File: src/rtl/rdocc_pkg.sv
package rdocc_pkg;

    localparam int REG_AW     = 3;
    localparam int PEAK_LSB   = 16;
    localparam int PEAK_FLD_W = 11;
    localparam int ACT_HI_W   = 16;

    localparam logic [REG_AW-1:0] RA_CTRL   = 3'd0;
    localparam logic [REG_AW-1:0] RA_ACT_LO = 3'd1;
    localparam logic [REG_AW-1:0] RA_PACK   = 3'd2;
    localparam logic [REG_AW-1:0] RA_SUM_LO = 3'd3;
    localparam logic [REG_AW-1:0] RA_SUM_HI = 3'd4;

    localparam int CTRL_EN_BIT  = 0;
    localparam int CTRL_CLR_BIT = 1;

    typedef struct packed {
        logic enable;
        logic clr_all;
        logic clr_peak;
    } ctrl_t;

    typedef struct packed {
        logic req;
        logic rsp;
    } evt_t;

    typedef enum logic [1:0] {
        OCC_HOLD = 2'b00,
        OCC_UP   = 2'b10,
        OCC_DOWN = 2'b01,
        OCC_BOTH = 2'b11
    } occ_step_e;

    function automatic occ_step_e classify(input evt_t e);
        return occ_step_e'({e.req, e.rsp});
    endfunction

endpackage

File: src/rtl/rdocc_inflight.sv
module rdocc_inflight
    import rdocc_pkg::*;
#(
    parameter int CNT_W = 11
) (
    input  logic             clk,
    input  logic             rst,
    input  ctrl_t            ctl,
    input  evt_t             evt,
    output logic [CNT_W-1:0] inf_q,
    output logic [CNT_W-1:0] peak_q
);
    localparam logic [CNT_W-1:0] MAXV = '1;

    logic [CNT_W-1:0] inf_d;
    occ_step_e        step;

    assign step = classify(evt);

    always_comb begin
        inf_d = inf_q;
        if (ctl.enable) begin
            case (step)
                OCC_UP:   if (inf_q != MAXV) inf_d = inf_q + 1'b1;
                OCC_DOWN: if (inf_q != '0)   inf_d = inf_q - 1'b1;
                default:  inf_d = inf_q;
            endcase
        end
    end

    always_ff @(posedge clk) begin
        if (rst || ctl.clr_all) inf_q <= '0;
        else                    inf_q <= inf_d;
    end

    always_ff @(posedge clk) begin
        if (rst || ctl.clr_all || ctl.clr_peak) peak_q <= '0;
        else if (ctl.enable && (inf_d > peak_q)) peak_q <= inf_d;
    end

    AST_NO_WRAP: assert property (@(posedge clk) disable iff (rst)
        (ctl.enable && !ctl.clr_all && evt.req && !evt.rsp && inf_q == MAXV) |=> (inf_q == MAXV));
    AST_NO_UNDER: assert property (@(posedge clk) disable iff (rst)
        (ctl.enable && !ctl.clr_all && evt.rsp && !evt.req && inf_q == '0) |=> (inf_q == '0));
    AST_BOTH_HOLD: assert property (@(posedge clk) disable iff (rst)
        (!ctl.clr_all && evt.req && evt.rsp) |=> $stable(inf_q));
    AST_PEAK_COVERS: assert property (@(posedge clk) disable iff (rst)
        (ctl.enable && !ctl.clr_all && !ctl.clr_peak && peak_q >= inf_q) |=> (peak_q >= inf_q));
    AST_OFF_HOLD: assert property (@(posedge clk) disable iff (rst)
        (!ctl.enable && !ctl.clr_all && !ctl.clr_peak) |=> ($stable(inf_q) && $stable(peak_q)));
    AST_PEAK_CLR: assert property (@(posedge clk) disable iff (rst)
        ctl.clr_peak |=> (peak_q == '0));

endmodule

File: src/rtl/rdocc_integrator.sv
module rdocc_integrator
    import rdocc_pkg::*;
#(
    parameter int CNT_W = 11,
    parameter int ACT_W = 48,
    parameter int SUM_W = 64
) (
    input  logic             clk,
    input  logic             rst,
    input  ctrl_t            ctl,
    input  logic [CNT_W-1:0] inf_q,
    output logic [ACT_W-1:0] act_q,
    output logic [SUM_W-1:0] sum_q
);
    logic             busy;
    logic [SUM_W-1:0] inf_ext;
    logic             unused_ctl;

    assign busy       = ctl.enable && (inf_q != '0);
    assign inf_ext    = SUM_W'(inf_q);
    assign unused_ctl = ctl.clr_peak;

    always_ff @(posedge clk) begin
        if (rst || ctl.clr_all) begin
            act_q <= '0;
            sum_q <= '0;
        end else if (busy) begin
            act_q <= act_q + 1'b1;
            sum_q <= sum_q + inf_ext;
        end
    end

    AST_SUM_GE_ACT: assert property (@(posedge clk) disable iff (rst)
        (sum_q >= SUM_W'(act_q)));
    AST_ACT_STEP: assert property (@(posedge clk) disable iff (rst)
        (ctl.enable && !ctl.clr_all && inf_q != '0) |=> (act_q != $past(act_q)));
    AST_IDLE_HOLD: assert property (@(posedge clk) disable iff (rst)
        (!ctl.clr_all && (!ctl.enable || inf_q == '0)) |=> ($stable(act_q) && $stable(sum_q)));

endmodule

File: src/rtl/rdocc_regs.sv
module rdocc_regs
    import rdocc_pkg::*;
#(
    parameter int CNT_W = 11,
    parameter int ACT_W = 48,
    parameter int SUM_W = 64
) (
    input  logic              clk,
    input  logic              rst,
    input  logic              wr_en,
    input  logic [REG_AW-1:0] addr,
    input  logic [31:0]       wdata,
    input  logic [CNT_W-1:0]  peak_q,
    input  logic [ACT_W-1:0]  act_q,
    input  logic [SUM_W-1:0]  sum_q,
    output ctrl_t             ctl,
    output logic [31:0]       rdata
);
    logic                  en_q;
    logic [63:0]           act_x;
    logic [63:0]           sum_x;
    logic [PEAK_FLD_W-1:0] peak_f;
    logic                  unused_bits;

    assign act_x       = 64'(act_q);
    assign sum_x       = 64'(sum_q);
    assign peak_f      = PEAK_FLD_W'(peak_q);
    assign unused_bits = ^{wdata[31:2], act_x[63:48]};

    always_ff @(posedge clk) begin
        if (rst) en_q <= 1'b0;
        else if (wr_en && addr == RA_CTRL) en_q <= wdata[CTRL_EN_BIT];
    end

    assign ctl.enable   = en_q;
    assign ctl.clr_all  = wr_en && (addr == RA_CTRL) && wdata[CTRL_CLR_BIT];
    assign ctl.clr_peak = wr_en && (addr == RA_PACK);

    always_comb begin
        rdata = '0;
        case (addr)
            RA_CTRL:   rdata[CTRL_EN_BIT] = en_q;
            RA_ACT_LO: rdata = act_x[31:0];
            RA_PACK: begin
                rdata[PEAK_LSB +: PEAK_FLD_W] = peak_f;
                rdata[ACT_HI_W-1:0]           = act_x[32 +: ACT_HI_W];
            end
            RA_SUM_LO: rdata = sum_x[31:0];
            RA_SUM_HI: rdata = sum_x[63:32];
            default:   rdata = '0;
        endcase
    end

    AST_EN_LOAD: assert property (@(posedge clk) disable iff (rst)
        (wr_en && addr == RA_CTRL) |=> (en_q == $past(wdata[CTRL_EN_BIT])));
    AST_EN_KEEP: assert property (@(posedge clk) disable iff (rst)
        !(wr_en && addr == RA_CTRL) |=> $stable(en_q));

endmodule

File: src/rtl/rdocc_monitor.sv
module rdocc_monitor
    import rdocc_pkg::*;
#(
    parameter int CNT_W = 11,
    parameter int ACT_W = 48,
    parameter int SUM_W = 64
) (
    input  logic        clk,
    input  logic        rst,
    input  logic        rd_req_acc,
    input  logic        rd_rsp_ret,
    input  logic        reg_wr_en,
    input  logic [2:0]  reg_addr,
    input  logic [31:0] reg_wdata,
    output logic [31:0] reg_rdata
);
    ctrl_t            ctl;
    evt_t             evt;
    logic [CNT_W-1:0] inf_q;
    logic [CNT_W-1:0] peak_q;
    logic [ACT_W-1:0] act_q;
    logic [SUM_W-1:0] sum_q;

    assign evt.req = rd_req_acc;
    assign evt.rsp = rd_rsp_ret;

    rdocc_inflight #(.CNT_W(CNT_W)) u_inflight (
        .clk(clk), .rst(rst), .ctl(ctl), .evt(evt),
        .inf_q(inf_q), .peak_q(peak_q)
    );

    rdocc_integrator #(.CNT_W(CNT_W), .ACT_W(ACT_W), .SUM_W(SUM_W)) u_integ (
        .clk(clk), .rst(rst), .ctl(ctl), .inf_q(inf_q),
        .act_q(act_q), .sum_q(sum_q)
    );

    rdocc_regs #(.CNT_W(CNT_W), .ACT_W(ACT_W), .SUM_W(SUM_W)) u_regs (
        .clk(clk), .rst(rst), .wr_en(reg_wr_en), .addr(reg_addr),
        .wdata(reg_wdata), .peak_q(peak_q), .act_q(act_q), .sum_q(sum_q),
        .ctl(ctl), .rdata(reg_rdata)
    );

endmodule

File: config.mk
export PLATFORM = sky130hd
export DESIGN_NAME = rdocc_monitor
export DESIGN_NICKNAME = d
export VERILOG_FILES = /design/src/rtl/rdocc_pkg.sv /design/src/rtl/rdocc_inflight.sv /design/src/rtl/rdocc_integrator.sv /design/src/rtl/rdocc_regs.sv /design/src/rtl/rdocc_monitor.sv
export SDC_FILE = /design/constraint.sdc
export NUM_CORES = 1
export LEC_CHECK = 0
export BUFFER_PORTS_ARGS = -buffer_cell sky130_fd_sc_hd__buf_2
export CORE_ASPECT_RATIO = 2
export CORE_MARGIN = 5
export CORE_UTILIZATION = 38
export CTS_BUF_LIST = sky130_fd_sc_hd__clkbuf_8
export DETAILED_ROUTE_END_ITERATION = 8
export SLEW_MARGIN = 25
export SYNTH_ARGS = -nofsm -noshare
export SYNTH_HDL_FRONTEND = slang
export SYNTH_HIERARCHICAL = 1
export SYNTH_SLANG_ARGS = --single-unit
File: constraint.sdc
create_clock -name clk -period 3.8 [get_ports clk]
set_clock_uncertainty 0.1 [all_clocks]
set_input_delay 0.57 -clock clk [delete_from_list [all_inputs] [get_ports clk]]
set_output_delay 0.57 -clock clk [all_outputs]
set_load 0.02 [all_outputs]
# Yosys cells after proc, flatten, opt, wreduce, memory -nomap -nowiden
# Index checks and enable logic that the tools add are counted.
[classes] n_lt_le_gt_ge=1 n_mux=7 n_reduce_logical=9 n_addsub=4 eq_ne=7
[op_table] cell="one-hot mux 26 bit (4 select lines)" n=1
[op_table] cell="adder 64 x 11 -> 64 bit" n=1
[op_table] cell="adder 48 x 1 -> 48 bit, second input constant" n=1
[op_table] cell="two-way mux 11 bit" n=3
[op_table] cell="one-hot mux 11 bit (2 select lines)" n=1
[op_table] cell="one-hot mux 5 bit (3 select lines)" n=1
[op_table] cell="adder 11 x 1 -> 11 bit, second input constant" n=1
[op_table] cell="greater-than comparator 11 bit" n=1
[op_table] cell="inequality test 11 bit, second input constant" n=1
[op_table] cell="nonzero test 11 bit" n=1
[op_table] cell="subtractor 11 x 1 -> 11 bit, second input constant" n=1
[op_table] cell="equality test 3 x 2 -> 1 bit, second input constant" n=2
[op_table] cell="logical AND 1 bit" n=5
[op_table] cell="one-hot mux 1 bit (5 select lines)" n=1
[op_table] cell="equality test 3 x 1 -> 1 bit, second input constant" n=1
[op_table] cell="equality test 3 bit, second input constant" n=1
[op_table] cell="logical NOT 3 bit" n=1
[op_table] cell="equality test 2 x 1 -> 1 bit, second input constant" n=1
[op_table] cell="equality test 2 bit, second input constant" n=1
[op_table] cell="logical OR 1 bit" n=2
[word_totals] register_bits=135 wordCells=33 inputBits=40 out_inout_bits=32

# Longest topological paths before layout
# Gate-level depths: netlist of run 1.
[depth] word_depth=6 mapped_depth=17 depth_no_buf=15

# Hierarchy
# Netlist of run 1, hierarchy kept.
[by_module_without_submodules] mod="rdocc_integrator" cells_each=702 instances=1 seq_area_each_um2=2242.2 area_each_um2=5765.5
[by_module_without_submodules] mod="rdocc_inflight" cells_each=238 instances=1 seq_area_each_um2=440.4 area_each_um2=1774.2
[by_module_without_submodules] mod="rdocc_regs" cells_each=127 instances=1 seq_area_each_um2=20.0 area_each_um2=982.2

# Worst setup path after synthesis of run 1
# OpenSTA, ideal clock, no wires.
[synth_timing] path_kind="in2reg" startpoint="input port rd_rsp_ret" endpoint="register u_inflight.peak_q[7]" path_buffers=2 stages=15 setup_time_ns=0.131 slack_ns=-0.010 required_ns=3.569 arrival_time_ns=3.579 path_cell_list="inv_1 > ha_1 > nand2b_1 > clkbuf_1 > nor3_1 > a31oi_1 > a311oi_1 > ha_1 > nand2_1 > nor2_1 > a211oi_1 > or4b_2 > clkbuf_1 > nand3_1 > o22ai_1"
[synth_via] elab_chain_cells=5 word_cells_on_any_way=6 classes_between="order compare: 1; eq/ne: 2; mux: 2; reduce/logical: 1"
[synth_lines] item="from (decl)" line="rdocc_monitor.sv:11" source="input logic rd_rsp_ret,"
[synth_lines] item="equality test 2 x 1 -> 1 bit or equality test 2 bit (tied branches)" line="rdocc_inflight.sv:23" source="case (step)"
[synth_lines] item="one-hot mux 11 bit (2 select lines) (*)" line="rdocc_inflight.sv:23"
[synth_lines] item="two-way mux 11 bit (*)" line="rdocc_inflight.sv:22" source="if (ctl.enable) begin"
[synth_lines] item="named net u_inflight.inf_d[10]" line="rdocc_inflight.sv:15" source="logic [CNT_W-1:0] inf_d;"
[synth_lines] item="greater-than comparator 11 bit (*)" line="rdocc_inflight.sv:38" source="else if (ctl.enable && (inf_d > peak_q)) peak_q <= inf_d;"
[synth_lines] item="logical AND 1 bit (*)" line="rdocc_inflight.sv:38"
[synth_lines] item="to (signal assigned)" line="rdocc_inflight.sv:38"
[synth_lines] item="to (decl)" line="rdocc_inflight.sv:11" source="output logic [CNT_W-1:0] peak_q"
# The timed path passes the listed nets; every way through them passes the cells marked *.
# A chain may end at the register's enable or synchronous reset.

# Final worst setup path of run 1
[layout_timing] startpoint="register u_inflight.inf_q[0]" endpoint="register u_inflight.peak_q[3]"
[layout_via] elab_chain_cells=6 word_cells_on_any_way=10 classes_between="add/sub: 2; order compare: 1; eq/ne: 1; mux: 4; reduce/logical: 2"
[layout_lines] item="from (decl)" line="rdocc_inflight.sv:10" source="output logic [CNT_W-1:0] inf_q,"
[layout_lines] item="from (signal assigned)" line="rdocc_inflight.sv:33" source="else inf_q <= inf_d;"
[layout_lines] item="subtractor 11 x 1 -> 11 bit, or another cell as far along" line="rdocc_inflight.sv:25" source="OCC_DOWN: if (inf_q != '0) inf_d = inf_q - 1'b1;"
[layout_lines] item="two-way mux 11 bit, on equally long branches" line="rdocc_inflight.sv:25, rdocc_inflight.sv:24"
[layout_lines] item="one-hot mux 11 bit (2 select lines) (*)" line="rdocc_inflight.sv:23"
[layout_lines] item="two-way mux 11 bit (*)" line="rdocc_inflight.sv:22"
[layout_lines] item="named net u_inflight.inf_d[3]" line="rdocc_inflight.sv:15"
[layout_lines] item="greater-than comparator 11 bit" line="rdocc_inflight.sv:38"
[layout_lines] item="logical AND 1 bit" line="rdocc_inflight.sv:38"
# Marked as above.

==> summary.txt, run 1 <==
Detailed routing
  • DRC Markers: 0
  • Via-to-Cell Ratio: 6.01
  • WL final: 29,400 µm
  • Drt wl/cell: 20.4 µm
  • Via count: 8,671
  • Detailed-router iteration count before antenna repair: 5
  • Drt first-iter violations: 494
  • Post-DRT Antenna Nets: 0

Synthesis
  • Part of the Yosys area used for sequential elements: 31.7%
  • Area contributors post-synth: dfxtp_1 (32%), a21oi_1 (5.1%), mux2i_1 (4.5%), ha_1 (4.0%), nand2_1 (3.9%)
  • Distinct cells, synth: 76
  • Post-Syn Instances: 1,067
  • Dominant synthesized flop cell: dfxtp_1
  • Cell accounting for the most synthesized area: dfxtp_1
  • Yosys warns: 6
  • Syn Nets: 1,135
  • Syn avg cell area: 7.99 µm²
  • Synthesized cell area: 0.00852 mm²
  • Number of synthesized flops with an enable pin: 0
  • Yosys reg bits: 135
  • Yosys top cell area share: 31.7%
  • Synth async-reset ratio: 0%

Pwr
  • Power Total: 0.00276 W
  • Leak: 3.55 nW
  • Pwr/cell area: 278 mW/mm²
  • Worst-case vdd ir drop: 0.425 mV

CTS
  • TritonCTS Buffers: 17
  • CTS tree: yes
  • Cts-stage hold buffer count: 0
  • Clk Latency, worst-skew pair: 470 ps
  • Clk buf depth: 2
  • Root buf cell: clkbuf_8
  • H-tree depth: 4
  • Sinks on Clock Net: 135
  • Clk pin slew, worst setup/hold paths: 80 ps

Worst hold path
  • Hold Crit Class: input port to register

Layout
  • Commonest cells after routing, fill and taps aside: dfxtp_1 (135), buf_4 (90), nand2_1 (88)
  • Ant. Diodes: 0
  • Commonest non-fill, non-tap cell in the layout: dfxtp_1
  • Fin nets: 1,223
  • Finished Layout Cells: 1,443
  • Synth-to-layout area growth: 16.3%
  • Layout cells sized above 1: 17.1%

Place
  • Post-DP HPWL: 22,900 µm
  • GPL Wtd Cong: 0.916
  • IO buf count: 41
  • DP Cell Count: 1,412

Setup path
  • Crit path arrival time: 3840 ps
  • Family with the most delay on the worst path: simple AND/OR/NAND/NOR gates
  • Required @ worst endpoint: 4040 ps
  • Crit path max fanout: 10
  • Kind of critical path: register to register
  • CP max stage cell: or4b_4
  • Slowest Stage Delay on Critical Path: 610 ps
  • Crit path cell chain: ha_2 > nand2_1 > or4_4 > buf_4 > a32o_1 > a22oi_2 > buf_4 > inv_1 > ha_1 > nand4_1 > a21oi_1 > or4b_4 > a21oi_1 > a211oi_2
  • Crit end category: register
  • Startpoint Class: register
  • CP bufs+invs: 3

STA
  • Maximum clock rate: 278 MHz
  • Final setup violation count: 0
  • Crit share post-route: 94.7%
  • Fin crit period: 3600 ps
  • Worst-margin pin slew: 907 ps
  • WHS: 251 ps
  • Max-slew headroom: 39.4%
  • Slew Viols, Final: 0
  • Sum Neg Setup Slack: 0 ps
  • Final Hold Fails: 0

Floorplan
  • Die span in x: 116 µm
  • IO Pins: 72
  • FP Rows: 77
  • Die area: 0.0257 mm²
  • Initial Util: 38.5%
  • Die span in y: 222 µm
  • Core region area: 0.0222 mm²

GRT
  • GRT met2 Usage: 42.5%
  • First-pass GRT wire length: 45,400 µm
  • Met3 Use GR: 3.61%
  • Largest net degree at the start of global routing: 57
  • GR peak layer: met2
  • Tot GR Track Use: 22.9%
  • Initial antenna violation count: 0
  • Met1 Track Usage GR: 22.5%
  • Vias in the first global route: 8,450
  • Grt total ovfl: 0

Job
  • Max Cap Violations: 0

Outcome
  • Status: finished, final reports clean
-- flip-flops by register name (all words and copies together) (netlist names) --
name / cells
u_inflight/peak_q: 11
u_integ/sum_q: 64
u_integ/act_q: 48
u_inflight/inf_q: 11
u_regs/en_q: 1
-- logic make-up (layout without fill, tap and decap cells) --
family / after synthesis / after routing / share of synthesized area, %
xor gates and xnor gates: 45 / 45 / 4.62
AOI/OAI and AO/OA: 279 / 279 / 20.6
DFF: 135 / 135 / 31.7
adders and majority gates: 28 / 28 / 4.20
and+or+nand+nor: 436 / 436 / 28.8
muxes: 39 / 39 / 4.60
buffers and inverters: 105 / 205 / 5.40
-- power by group --
group          internal [W]  total [W]  switching, W
logic             0.0000351   0.000120     0.0000853
registers           0.00141    0.00141   0.000000229
clock network      0.000641    0.00122      0.000582
-- repair_timing --
item / in CTS / in global routing
buffers inserted: 0 / 0
pin swaps: 0 / 1
gates resized for setup: 4 / 7
endpoints found under the setup margin: 11 / 11
-- cell type report --
type / count / area (µm²)
flip-flops and latches: 135 / 2700
inverters: 43 / 161
clock buffers: 21 / 289
multi-input cells: 827 / 5430
repair buffers: 131 / 881
fillers: 2272 / 12200
well taps: 276 / 345
clock inverters: 10 / 105
-- cell usage after synthesis, types with 4 or more instances --
master / n
o31ai_1: 21
xor2_1: 16
o211ai_1: 10
nor3_1: 37
and4_1: 8
ha_1: 27
nor4_1: 9
nand2_1: 88
a31oi_1: 6
or3_1: 44
and3_1: 23
a22oi_1: 28
o21ai_1: 11
a21oi_1: 87
o22ai_1: 32
dfxtp_1: 135
a21o_1: 5
nand3_1: 48
xnor2_1: 29
mux2i_1: 38
nand2b_1: 6
nor3_2: 4
buf_2: 16
nor2b_1: 12
o21ai_0: 47
nor2_1: 65
a211oi_1: 6
and2_1: 11
buf_4: 6
clkbuf_1: 33
nand4_1: 28
inv_1: 43
or4_1: 25
-- worst paths after layout --
path                        from  slack (ps)              endpoint  cells past startpoint
max          u_inflight/inf_q[0]         200  u_inflight/peak_q[3]                     14
min                 reg_wdata[0]         250           u_regs/en_q                      3
max reg2reg  u_inflight/inf_q[0]         200  u_inflight/peak_q[3]                     14
min reg2reg     u_integ/sum_q[0]         390      u_integ/sum_q[0]                      2
-- worst register-to-register path, cell delays in order, from the launching register on --
cell and delay [ps]:
dfxtp_1 370, ha_2 220, nand2_1 80, or4_4 590, buf_4 180, a32o_1 250, a22oi_2 200, buf_4 150
inv_1 30, ha_1 260, nand4_1 100, a21oi_1 80, or4b_4 610, a21oi_1 190, a211oi_2 60
-- stage by stage --
step / util [%] / area (µm²) / setup WS [ps]
CTS: 44.6 / 9880 / 22.6
detailed placement: 42.7 / 9470 / -338
floorplan: - / 8530 / 51.4
global route: 44.7 / 9910 / -14.0
global placement: 42.7 / 9470 / -336
finish: 44.7 / 9910 / 200
-- routing by layer --
metal	part of all wire [%]	wire, µm
met5	0	0
met4	6.9	2020
met1	35	10200
met3	4.3	1270
met2	54	15900
(Power assumes the default switching activity.)
==> inputs of run 2 (changes only) <==
--- a/config.mk
+++ b/config.mk
@@ -5,7 +5,7 @@
 export SDC_FILE = /design/constraint.sdc
 export NUM_CORES = 1
 export LEC_CHECK = 0
-export BUFFER_PORTS_ARGS = -buffer_cell sky130_fd_sc_hd__buf_2
+export BUFFER_PORTS_ARGS = -buffer_cell sky130_fd_sc_hd__clkbuf_2
 export CORE_ASPECT_RATIO = 2
 export CORE_MARGIN = 5
 export CORE_UTILIZATION = 38
==> summary.txt, run 2 (synthesized netlist as in run 1, its figures left out) <==
GRT
  • Initial antenna violation count: 1 (was 0)
  • Largest net degree at the start of global routing: 53 (was 57)
  • First-pass GRT wire length: 46,300 µm (was 45,400 µm)
  • Vias in the first global route: 8,428 (was 8,450)
  • Tot GR Track Use: 23.4% (was 22.9%)
  • Grt total ovfl: 0 (unchanged)

Detailed routing
  • Detailed-router iteration count before antenna repair: 6 (was 5)
  • Via count: 8,733 (was 8,671)
  • Via-to-Cell Ratio: 6.04 (was 6.01)
  • Drt first-iter violations: 626 (was 494)
  • DRC Markers: 0 (unchanged)
  • Drt wl/cell: 20.8 µm (was 20.4 µm)
  • WL final: 30,100 µm (was 29,400 µm)
  • Post-DRT Antenna Nets: 0 (unchanged)

Setup path
  • Crit path max fanout: 13 (was 10)
  • CP bufs+invs: 3 (unchanged)
  • Crit path arrival time: 3910 ps (was 3840 ps)
  • Crit end category: register (unchanged)
  • CP startpoint: u_inflight/inf_q[0] (unchanged)
  • Startpoint Class: register (unchanged)
  • Family with the most delay on the worst path: compound AO/OA/AOI/OAI gates (was simple AND/OR/NAND/NOR gates)
  • CP max stage cell: or4_1 (was or4b_4)
  • Kind of critical path: register to register (unchanged)
  • Crit path cell chain: buf_4 > buf_4 > ha_1 > inv_1 > fa_1 > nand2b_1 > a211oi_1 > o21a_1 > o21ai_1 > or4_1 > a21oi_1 (was ha_2 > nand2_1 > or4_4 > buf_4 > a32o_1 > a22oi_2 > buf_4 > inv_1 > ha_1 > nand4_1 > a21oi_1 > or4b_4 > a21oi_1 > a211oi_2)
  • Most used cell, CP: buf_4
  • Required @ worst endpoint: 4090 ps (was 4040 ps)
  • Worst R2R Start: u_inflight/inf_q[0] (unchanged)
  • Slowest Stage Delay on Critical Path: 590 ps (was 610 ps)

CTS
  • TritonCTS Buffers: 17 (unchanged)
  • Setup repair bufs after CTS: 0 (unchanged)
  • Clk pin slew, worst setup/hold paths: 90 ps (was 80 ps)
  • Root buf cell: clkbuf_8 (unchanged)
  • CTS tree: yes (unchanged)
  • Cts-stage hold buffer count: 0 (unchanged)
  • Clk buf depth: 2 (unchanged)
  • H-tree depth: 4 (unchanged)
  • Clk Latency, worst-skew pair: 470 ps (about the same)
  • Sinks on Clock Net: 135 (unchanged)

Layout
  • Fin util: 44.8% (was 44.7%)
  • Most flops, register: u_integ/sum_q (unchanged)
  • Layout cells sized above 1: 17.2% (was 17.1%)
  • Commonest non-fill, non-tap cell in the layout: dfxtp_1 (unchanged)
  • Top Registers: u_integ/sum_q x64, u_integ/act_q x48 (unchanged)
  • Commonest cells after routing, fill and taps aside: dfxtp_1 (135), buf_4 (89), nand2_1 (88) (was dfxtp_1 (135), buf_4 (90), nand2_1 (88))
  • Filler cells: 2,258 (was 2,272)
  • Largest register FFs: 64 (unchanged)
  • Synth-to-layout area growth: 16.5% (was 16.3%)
  • Fin nets: 1,224 (was 1,223)

Outcome
  • Status: finished, final reports clean (unchanged)

Pwr
  • Pwr/cell area: 277 mW/mm² (was 278 mW/mm²)
  • Leak: 3.52 nW (was 3.55 nW)
  • Combinational power share: 4.5% (was 4.4%)
  • P_int: 0.00206 W (was 0.00209 W)
  • Switching fraction of total power: 25.1% (was 24.2%)
  • Worst-case vdd ir drop: 0.235 mV (was 0.425 mV)
  • Psw: 0.000689 W (was 0.000668 W)
  • Flop pwr share: 51.4% (was 51.3%)
  • Power Total: 0.00275 W (was 0.00276 W)
  • Clock power share: 44.1% (was 44.4%)

STA
  • Max-slew headroom: 35.4% (was 39.4%)
  • Maximum clock rate: 277 MHz (was 278 MHz)
  • Fin crit period: 3620 ps (was 3600 ps)
  • Crit share post-route: 95.1% (was 94.7%)
  • Sum Neg Setup Slack: 0 ps (unchanged)
  • Final Hold Fails: 0 (unchanged)
  • Worst-margin pin slew: 962 ps (was 907 ps)
  • Unrepaired setup endpoints after global routing: no
  • Slew Viols, Final: 0 (unchanged)
  • Final setup violation count: 0 (unchanged)

Worst hold path
  • Hold Crit Class: input port to register (unchanged)
  • Hold Startpoint: reg_wdata[0] (unchanged)

Place
  • GPL Wtd Cong: 0.963 (was 0.916)
  • IO buf count: 41 (unchanged)
  • Post-DP HPWL: 23,000 µm (was 22,900 µm)

Floorplan
  • Die span in x: 116 µm (unchanged)
  • Die span in y: 222 µm (unchanged)
  • Die area: 0.0257 mm² (unchanged)
  • IO Pins: 72 (unchanged)
  • Initial Util: 38.5% (unchanged)
  • Core region area: 0.0222 mm² (unchanged)
  • FP Rows: 77 (unchanged)

Job
  • Max Cap Violations: 0 (unchanged)
run 2: worst paths after layout:
| kind | endpoint | slack [ps] | depth (start not counted) |
|---|---|---|---|
| setup reg to reg | u_integ/sum_q[22] | 180 | 11 |
| hold reg to reg | u_integ/act_q[1] | 390 | 2 |
| setup / recovery | u_integ/sum_q[22] | 180 | 11 |
| hold / removal | u_regs/en_q | 230 | 3 |
run 2: per-layer routing:
metal / vias up / share of wire [%] / global-route usage, %
met5: - / 0 / 0
met4: 0 / 7.6 / 16.3
met3: 106 / 4.3 / 3.93
met2: 317 / 53 / 42.3
met1: 4161 / 35 / 23.3
li1: 4149 / - / -
run 2: area by class of cell:
type                    instances  area [µm²]  share of cell area, %
multi-input cells             827        5410                   54.5
inverters                      43         161                   1.63
diodes                          1        2.50                 0.0252
repair buffers                132         913                   9.20
clock inverters                13         131                   1.32
clock buffers                  19         262                   2.63
well taps                     276         345                   3.48
flip-flops and latches        135        2700                   27.2
run 2: power groups by stage:
stage,sequential (W),clock [W],combinational (W)
global placement,0.00145,0,0.000121
detailed placement,0.00145,0,0.000121
floorplan,0.00145,0,0.0000785
global route,0.00141,0.00130,0.000130
CTS,0.00141,0.00124,0.000121
finish,0.00141,0.00121,0.000123
run 2: repair_timing:
action,in CTS,in global routing
endpoints found under the hold margin,0,0
endpoints found under the setup margin,11,11
gates resized for setup,3,5
pin swaps,0,0
gates cloned,0,0
run 2: per-stage QoR:
step / hold WS, ps / setup WS [ps] / area, µm² / instances
after global routing: 240 / 14.9 / 9930 / 1446
after floorplan: 345 / 51.4 / 8530 / 1067
after CTS: 208 / 17.5 / 9900 / 1445
after detailed placement: 374 / -408 / 9500 / 1413
after global placement: 367 / -368 / 9500 / 1413
final: 232 / 185 / 9930 / 1446
run 2: tightest hold or removal path: cells and delay by family:
| family | cells | cell delay, ps |
|---|---|---|
| mux | 1 | 60 |
| buf+inv | 1 | 80 |
| simple gates | 1 | 70 |
